$ cat src/rtl/scan_tap_pkg.sv
package scan_tap_pkg;
  localparam int IR_W = 3;

  localparam logic [IR_W-1:0] OP_EXTEST = 3'b000;
  localparam logic [IR_W-1:0] OP_IDCODE = 3'b001;
  localparam logic [IR_W-1:0] OP_SAMPLE = 3'b100;
  localparam logic [IR_W-1:0] OP_BYPASS = 3'b111;
  localparam logic [IR_W-1:0] IR_CAPTURE_PAT = 3'b001;

  typedef enum logic [3:0] {
    ST_RESET, ST_IDLE,
    ST_SEL_DR, ST_CAP_DR, ST_SH_DR, ST_EX1_DR, ST_PAU_DR, ST_EX2_DR, ST_UPD_DR,
    ST_SEL_IR, ST_CAP_IR, ST_SH_IR, ST_EX1_IR, ST_PAU_IR, ST_EX2_IR, ST_UPD_IR
  } tap_state_e;

  typedef enum logic [1:0] {DRS_BYP, DRS_ID, DRS_BSR} dr_sel_e;

  function automatic dr_sel_e pick_dr(input logic [IR_W-1:0] op);
    case (op)
      OP_IDCODE:            return DRS_ID;
      OP_EXTEST, OP_SAMPLE: return DRS_BSR;
      default:              return DRS_BYP;
    endcase
  endfunction
endpackage

$ cat src/rtl/scan_tap_fsm.sv
module scan_tap_fsm
  import scan_tap_pkg::*;
(
  input  logic       tck,
  input  logic       trst_n,
  input  logic       tms,
  output tap_state_e state
);
  tap_state_e nxt;

  always_comb begin
    case (state)
      ST_RESET:  nxt = tms ? ST_RESET  : ST_IDLE;
      ST_IDLE:   nxt = tms ? ST_SEL_DR : ST_IDLE;
      ST_SEL_DR: nxt = tms ? ST_SEL_IR : ST_CAP_DR;
      ST_CAP_DR: nxt = tms ? ST_EX1_DR : ST_SH_DR;
      ST_SH_DR:  nxt = tms ? ST_EX1_DR : ST_SH_DR;
      ST_EX1_DR: nxt = tms ? ST_UPD_DR : ST_PAU_DR;
      ST_PAU_DR: nxt = tms ? ST_EX2_DR : ST_PAU_DR;
      ST_EX2_DR: nxt = tms ? ST_UPD_DR : ST_SH_DR;
      ST_UPD_DR: nxt = tms ? ST_SEL_DR : ST_IDLE;
      ST_SEL_IR: nxt = tms ? ST_RESET  : ST_CAP_IR;
      ST_CAP_IR: nxt = tms ? ST_EX1_IR : ST_SH_IR;
      ST_SH_IR:  nxt = tms ? ST_EX1_IR : ST_SH_IR;
      ST_EX1_IR: nxt = tms ? ST_UPD_IR : ST_PAU_IR;
      ST_PAU_IR: nxt = tms ? ST_EX2_IR : ST_PAU_IR;
      ST_EX2_IR: nxt = tms ? ST_UPD_IR : ST_SH_IR;
      ST_UPD_IR: nxt = tms ? ST_SEL_DR : ST_IDLE;
      default:   nxt = ST_RESET;
    endcase
  end

  always_ff @(posedge tck or negedge trst_n) begin
    if (!trst_n) state <= ST_RESET;
    else         state <= nxt;
  end
endmodule

$ cat src/rtl/scan_tap_ir.sv
module scan_tap_ir
  import scan_tap_pkg::*;
(
  input  logic            tck,
  input  logic            trst_n,
  input  logic            tdi,
  input  tap_state_e      state,
  output logic [IR_W-1:0] ir_sh,
  output logic [IR_W-1:0] ir_q
);
  always_ff @(posedge tck or negedge trst_n) begin
    if (!trst_n) begin
      ir_sh <= IR_CAPTURE_PAT;
      ir_q  <= OP_IDCODE;
    end else begin
      case (state)
        ST_RESET:  ir_q  <= OP_IDCODE;
        ST_CAP_IR: ir_sh <= IR_CAPTURE_PAT;
        ST_SH_IR:  ir_sh <= {tdi, ir_sh[IR_W-1:1]};
        ST_UPD_IR: ir_q  <= ir_sh;
        default: ;
      endcase
    end
  end
endmodule

$ cat src/rtl/scan_tap_dr.sv
module scan_tap_dr
  import scan_tap_pkg::*;
#(
  parameter int          BSR_LEN = 107,
  parameter logic [31:0] ID_WORD = 32'h0000_0001
) (
  input  logic               tck,
  input  logic               trst_n,
  input  logic               tdi,
  input  tap_state_e         state,
  input  dr_sel_e            sel,
  input  logic [BSR_LEN-1:0] bnd_pin_in,
  output logic [BSR_LEN-1:0] bnd_upd_out,
  output logic               dr_so
);
  logic               byp_q;
  logic [31:0]        id_sh;
  logic [BSR_LEN-1:0] bsr_sh;

  always_ff @(posedge tck or negedge trst_n) begin
    if (!trst_n) begin
      byp_q       <= 1'b0;
      id_sh       <= '0;
      bsr_sh      <= '0;
      bnd_upd_out <= '0;
    end else begin
      case (state)
        ST_CAP_DR: begin
          case (sel)
            DRS_ID:  id_sh  <= ID_WORD;
            DRS_BSR: bsr_sh <= bnd_pin_in;
            default: byp_q  <= 1'b0;
          endcase
        end
        ST_SH_DR: begin
          case (sel)
            DRS_ID:  id_sh  <= {tdi, id_sh[31:1]};
            DRS_BSR: bsr_sh <= {tdi, bsr_sh[BSR_LEN-1:1]};
            default: byp_q  <= tdi;
          endcase
        end
        ST_UPD_DR: if (sel == DRS_BSR) bnd_upd_out <= bsr_sh;
        default: ;
      endcase
    end
  end

  always_comb begin
    case (sel)
      DRS_ID:  dr_so = id_sh[0];
      DRS_BSR: dr_so = bsr_sh[0];
      default: dr_so = byp_q;
    endcase
  end
endmodule

$ cat src/rtl/scan_tap.sv
module scan_tap
  import scan_tap_pkg::*;
#(
  parameter int           BSR_LEN = 107,
  parameter logic [2:0]   ID_REV  = 3'd0,
  parameter logic [16:0]  ID_PART = 17'h1A5A6,
  parameter logic [10:0]  ID_VEND = 11'h034
) (
  input  logic               tck,
  input  logic               trst_n,
  input  logic               tms,
  input  logic               tdi,
  output logic               tdo,
  output logic               tdo_en,
  input  logic [BSR_LEN-1:0] bnd_pin_in,
  output logic [BSR_LEN-1:0] bnd_upd_out,
  output logic               extest_mode
);
  localparam logic [31:0] ID_WORD = {ID_REV, ID_PART, ID_VEND, 1'b1};

  tap_state_e      state;
  logic [IR_W-1:0] ir_sh;
  logic [IR_W-1:0] ir_q;
  dr_sel_e         sel;
  logic            dr_so;

  scan_tap_fsm u_fsm (.tck(tck), .trst_n(trst_n), .tms(tms), .state(state));

  scan_tap_ir u_ir (.tck(tck), .trst_n(trst_n), .tdi(tdi), .state(state),
                    .ir_sh(ir_sh), .ir_q(ir_q));

  assign sel         = pick_dr(ir_q);
  assign extest_mode = (ir_q == OP_EXTEST);

  scan_tap_dr #(.BSR_LEN(BSR_LEN), .ID_WORD(ID_WORD)) u_dr (
    .tck(tck), .trst_n(trst_n), .tdi(tdi), .state(state), .sel(sel),
    .bnd_pin_in(bnd_pin_in), .bnd_upd_out(bnd_upd_out), .dr_so(dr_so));

  always_ff @(negedge tck or negedge trst_n) begin
    if (!trst_n) begin
      tdo    <= 1'b0;
      tdo_en <= 1'b0;
    end else begin
      tdo_en <= (state == ST_SH_DR) || (state == ST_SH_IR);
      if (state == ST_SH_IR)      tdo <= ir_sh[0];
      else if (state == ST_SH_DR) tdo <= dr_so;
      else                        tdo <= 1'b0;
    end
  end
endmodule

$ cat config.mk
export PLATFORM = sky130hd
export DESIGN_NAME = scan_tap
export DESIGN_NICKNAME = d
export VERILOG_FILES = /design/src/rtl/scan_tap_pkg.sv /design/src/rtl/scan_tap_fsm.sv /design/src/rtl/scan_tap_ir.sv /design/src/rtl/scan_tap_dr.sv /design/src/rtl/scan_tap.sv
export SDC_FILE = /design/constraint.sdc
export NUM_CORES = 1
export LEC_CHECK = 0
export ABC_AREA = 1
export BUFFER_PORTS_ARGS = -buffer_cell sky130_fd_sc_hd__clkbuf_2
export CAP_MARGIN = 15
export CORE_UTILIZATION = 55
export CTS_BUF_LIST = sky130_fd_sc_hd__clkbuf_16
export DETAILED_ROUTE_END_ITERATION = 7
export GPL_TIMING_DRIVEN = 0
export PLACE_DENSITY = 0.8
export SLEW_MARGIN = 10
export SYNTH_ARGS = -nofsm -noshare
export SYNTH_HDL_FRONTEND = slang
export SYNTH_SLANG_ARGS = --single-unit
$ cat constraint.sdc
create_clock -name tck -period 2.3 [get_ports tck]
set_clock_uncertainty 0.1 [all_clocks]
set_input_delay 0.46 -clock tck [delete_from_list [all_inputs] [get_ports tck]]
set_output_delay 0.46 -clock tck [all_outputs]
set_load 0.1 [all_outputs]
==> reports/qor.yml <==
place:
  dp_slack_ns: -0.4274
  gp_congestion: 0.9278
  io_buffers: 220
  dp_hpwl_um: 19220
timing:
  rsz0062_at_grt: "true"
  drv_slew: 0
  setup_violations: 3
  maxSlewHeadroom_pct: 54.10
  setup_ws_ns: -0.5773
  holdWs_ns: -0.1573
  final_hold_viol_count: 89
  worst_pin_slew_ns: 0.6886
route:
  ant_nets: 0
  drc_errors: 0
  avgViaCountPerCell: 5.233
  wl_um: 27970
  vias: 9477
  post_drt_wl_per_cell_um: 15.45
  firstDrtPassIters: 5
  drt_iter0_drc: 799
floorplan:
  die_h_um: 142.7
  num_io_pins: 221
  dieArea_um2: 20360
  core_um2: 19460
  start_util_pct: 55.95
  dieWidth_um: 142.7
  rows: 51
synth:
  synth_cell_types: 26
  synth_top_area_share_pct: 58.60
  synth_most_common_cell: "nand2_1"
  ys.flop_type: "dfrtp_1"
  ys_top_cells_by_area: "dfrtp_1 (59%), nand2_1 (14%), o21ai_0 (13%), inv_1 (4.8%), o21ai_1 (2.2%)"
  synth_warnings: 0
  synth_area_um2: 10890
  syn_inst: 1264
  synth_top_cell_by_area: "dfrtp_1"
  synth_nets: 1375
  yosysSeqAreaShare_pct: 59.54
  synth_commonest_cells: "nand2_1 (396), o21ai_0 (290), dfrtp_1 (255), inv_1 (139), o21ai_1 (48)"
  syn_area_per_cell_um2: 8.615
  ys_ff_latch: 259
  ys_async_sr_fraction_pct: 100.0
  synth_edf_count: 0
clocking:
  clk_latency_ns: 0.53
  path_clk_slew_ns: 0.06
  cts_buffer_depth: 3
  cts_tree: "built"
  ctsRootBufferMaster: "clkbuf_16"
  htree_levels: 1
  clock-sinks: 259
  cts_made_buffers: 27
grt:
  antenna_found_initial: 0
  grt_max_degree: 108
  grt_usage_pct: 28.24
  grt_pass1_wl_um: 45290
  grt.overflow.total: 0
  first_global_vias: 9092
status:
  status: "finished, violations left"
  violations: "negative hold slack, negative setup slack"
worst_setup_path:
  critPathRequiredTime_ns: 1.74
  r2r-start: "u_ir.ir_q[0]"
  critPathSlowestCell: "dfrtn_1"
  worstSetupPathType: "reg -> out"
  crit_buf_inv: 1
  cp_cell_sequence: "clkbuf_16"
  crit_family: "flip-flops"
  max_stage_delay_ns: 0.43
  critical_path.startpoint: "tdo_en"
  arrival_ns: 2.32
  end_kind: "primary output"
  crit_fanout: 1
  start_kind: "flip-flop"
layout:
  multiInputGateArea_um2: 3535
  fill_cells: 1515
  nets: 1636
  drive_gt1_share_pct: 20.89
  n_antenna_cell: 0
  syn_to_final_growth_pct: 22.76
  register_area_um2: 6489
hold_path:
  min_path_type: "in -> async"
job:
  cap_violations: 0
-- metrics by stage --
| step | area (um2) | cells | utilization (%) | hold WS [ns] | TNS [ns] |
|---|---|---|---|---|---|
| 6_report | 13370 | 1811 | 68.69 | -0.1573 | -1.162 |
| 5_1_grt | 13370 | 1811 | 68.69 | -0.1037 | -1.273 |
| 4_1_cts | 13320 | 1806 | 68.44 | -0.07859 | -1.213 |
| 3_5_place_dp | 12400 | 1751 | 63.73 | 0.3596 | -1.854 |
| 3_3_place_gp | 12340 | 1749 | 63.40 | 0.3565 | -1169.42 |
| 2_1_floorplan | 10910 | 1264 | - | 0.06441 | -0.9231 |
-- worst paths after layout --
kind                                        to  cells past startpoint  slack (ns)
max in group asynchronous               tdo_en                      2        0.26
worst min-delay path            u_dr.bsr_sh[7]                      1       -0.16
min in group tck                u_fsm.state[0]                      3        0.10
worst min register to register  u_dr.id_sh[10]                      2        0.37
worst max-delay path                    tdo_en                      1       -0.58
worst max register to register             tdo                      5       -0.01
-- cell type report --
cell class / instances / share of cell area [%]
Buffer: 73 / 2.864
Clock buffer: 27 / 5.054
Clock inverter: 23 / 0.9173
Inverter: 140 / 3.931
Multi-Input combinational cell: 790 / 26.44
Sequential cell: 259 / 48.54
Tap cell: 265 / 2.480
Timing Repair Buffer: 234 / 9.772
-- cell usage in the layout (no fill, tap or decap), drive strengths merged --
| master | instances |
|---|---|
| dfstp | 2 |
| clkinv | 11 |
| dfrtp | 255 |
| buf | 50 |
| o21bai | 1 |
| a22oi | 4 |
| o22ai | 5 |
| nor2 | 21 |
| nand2 | 397 |
| inv | 151 |
| dfrtn | 2 |
| clkbuf | 284 |
| a21oi | 12 |
| o21ai | 338 |
| bufinv | 1 |
| nand3 | 10 |
| a31oi | 1 |
| nand4 | 1 |
-- metal layers --
| layer | vias up | global-route usage [%] | share of wire, % |
|---|---|---|---|
| met5 | - | 0 | 0 |
| met4 | 0 | 9.677 | 3.3 |
| met3 | 57 | 5.902 | 7.7 |
| met2 | 364 | 46.08 | 47 |
| met1 | 4519 | 37.66 | 43 |
| li1 | 4537 | - | - |
-- timing repair --
| action | CTS | global route |
|---|---|---|
| endpoints found under the hold margin | 89 | 89 |
| buffers inserted | 5 | 7 |
| resized for setup | 16 | 12 |
| pin swaps | 1 | 8 |
| cloned | 0 | 0 |
| setup endpoints to repair | 5 | 40 |
-- state kept, by name, summed over array words and instances, names as in the netlist --
signal            flops
u_dr.bnd_upd_out    107
u_dr.bsr_sh         107
u_dr.id_sh           32
u_fsm.state           4
u_ir.ir_q             3
u_ir.ir_sh            3
tdo                   1
tdo_en                1
u_dr.byp_q            1
-- cell families (layout without fill, tap and decap cells) --
kind of cell	after synthesis	count (layout)	share of synthesized area (%)
buffers and inverters	215	497	8.353
AOI/OAI and AO/OA	361	361	16.88
DFF	259	259	59.54
and+or+nand+nor	429	429	15.22
Power is not shown: default switching activity piles up to over one toggle a cycle in this logic, so the estimate is an artifact.
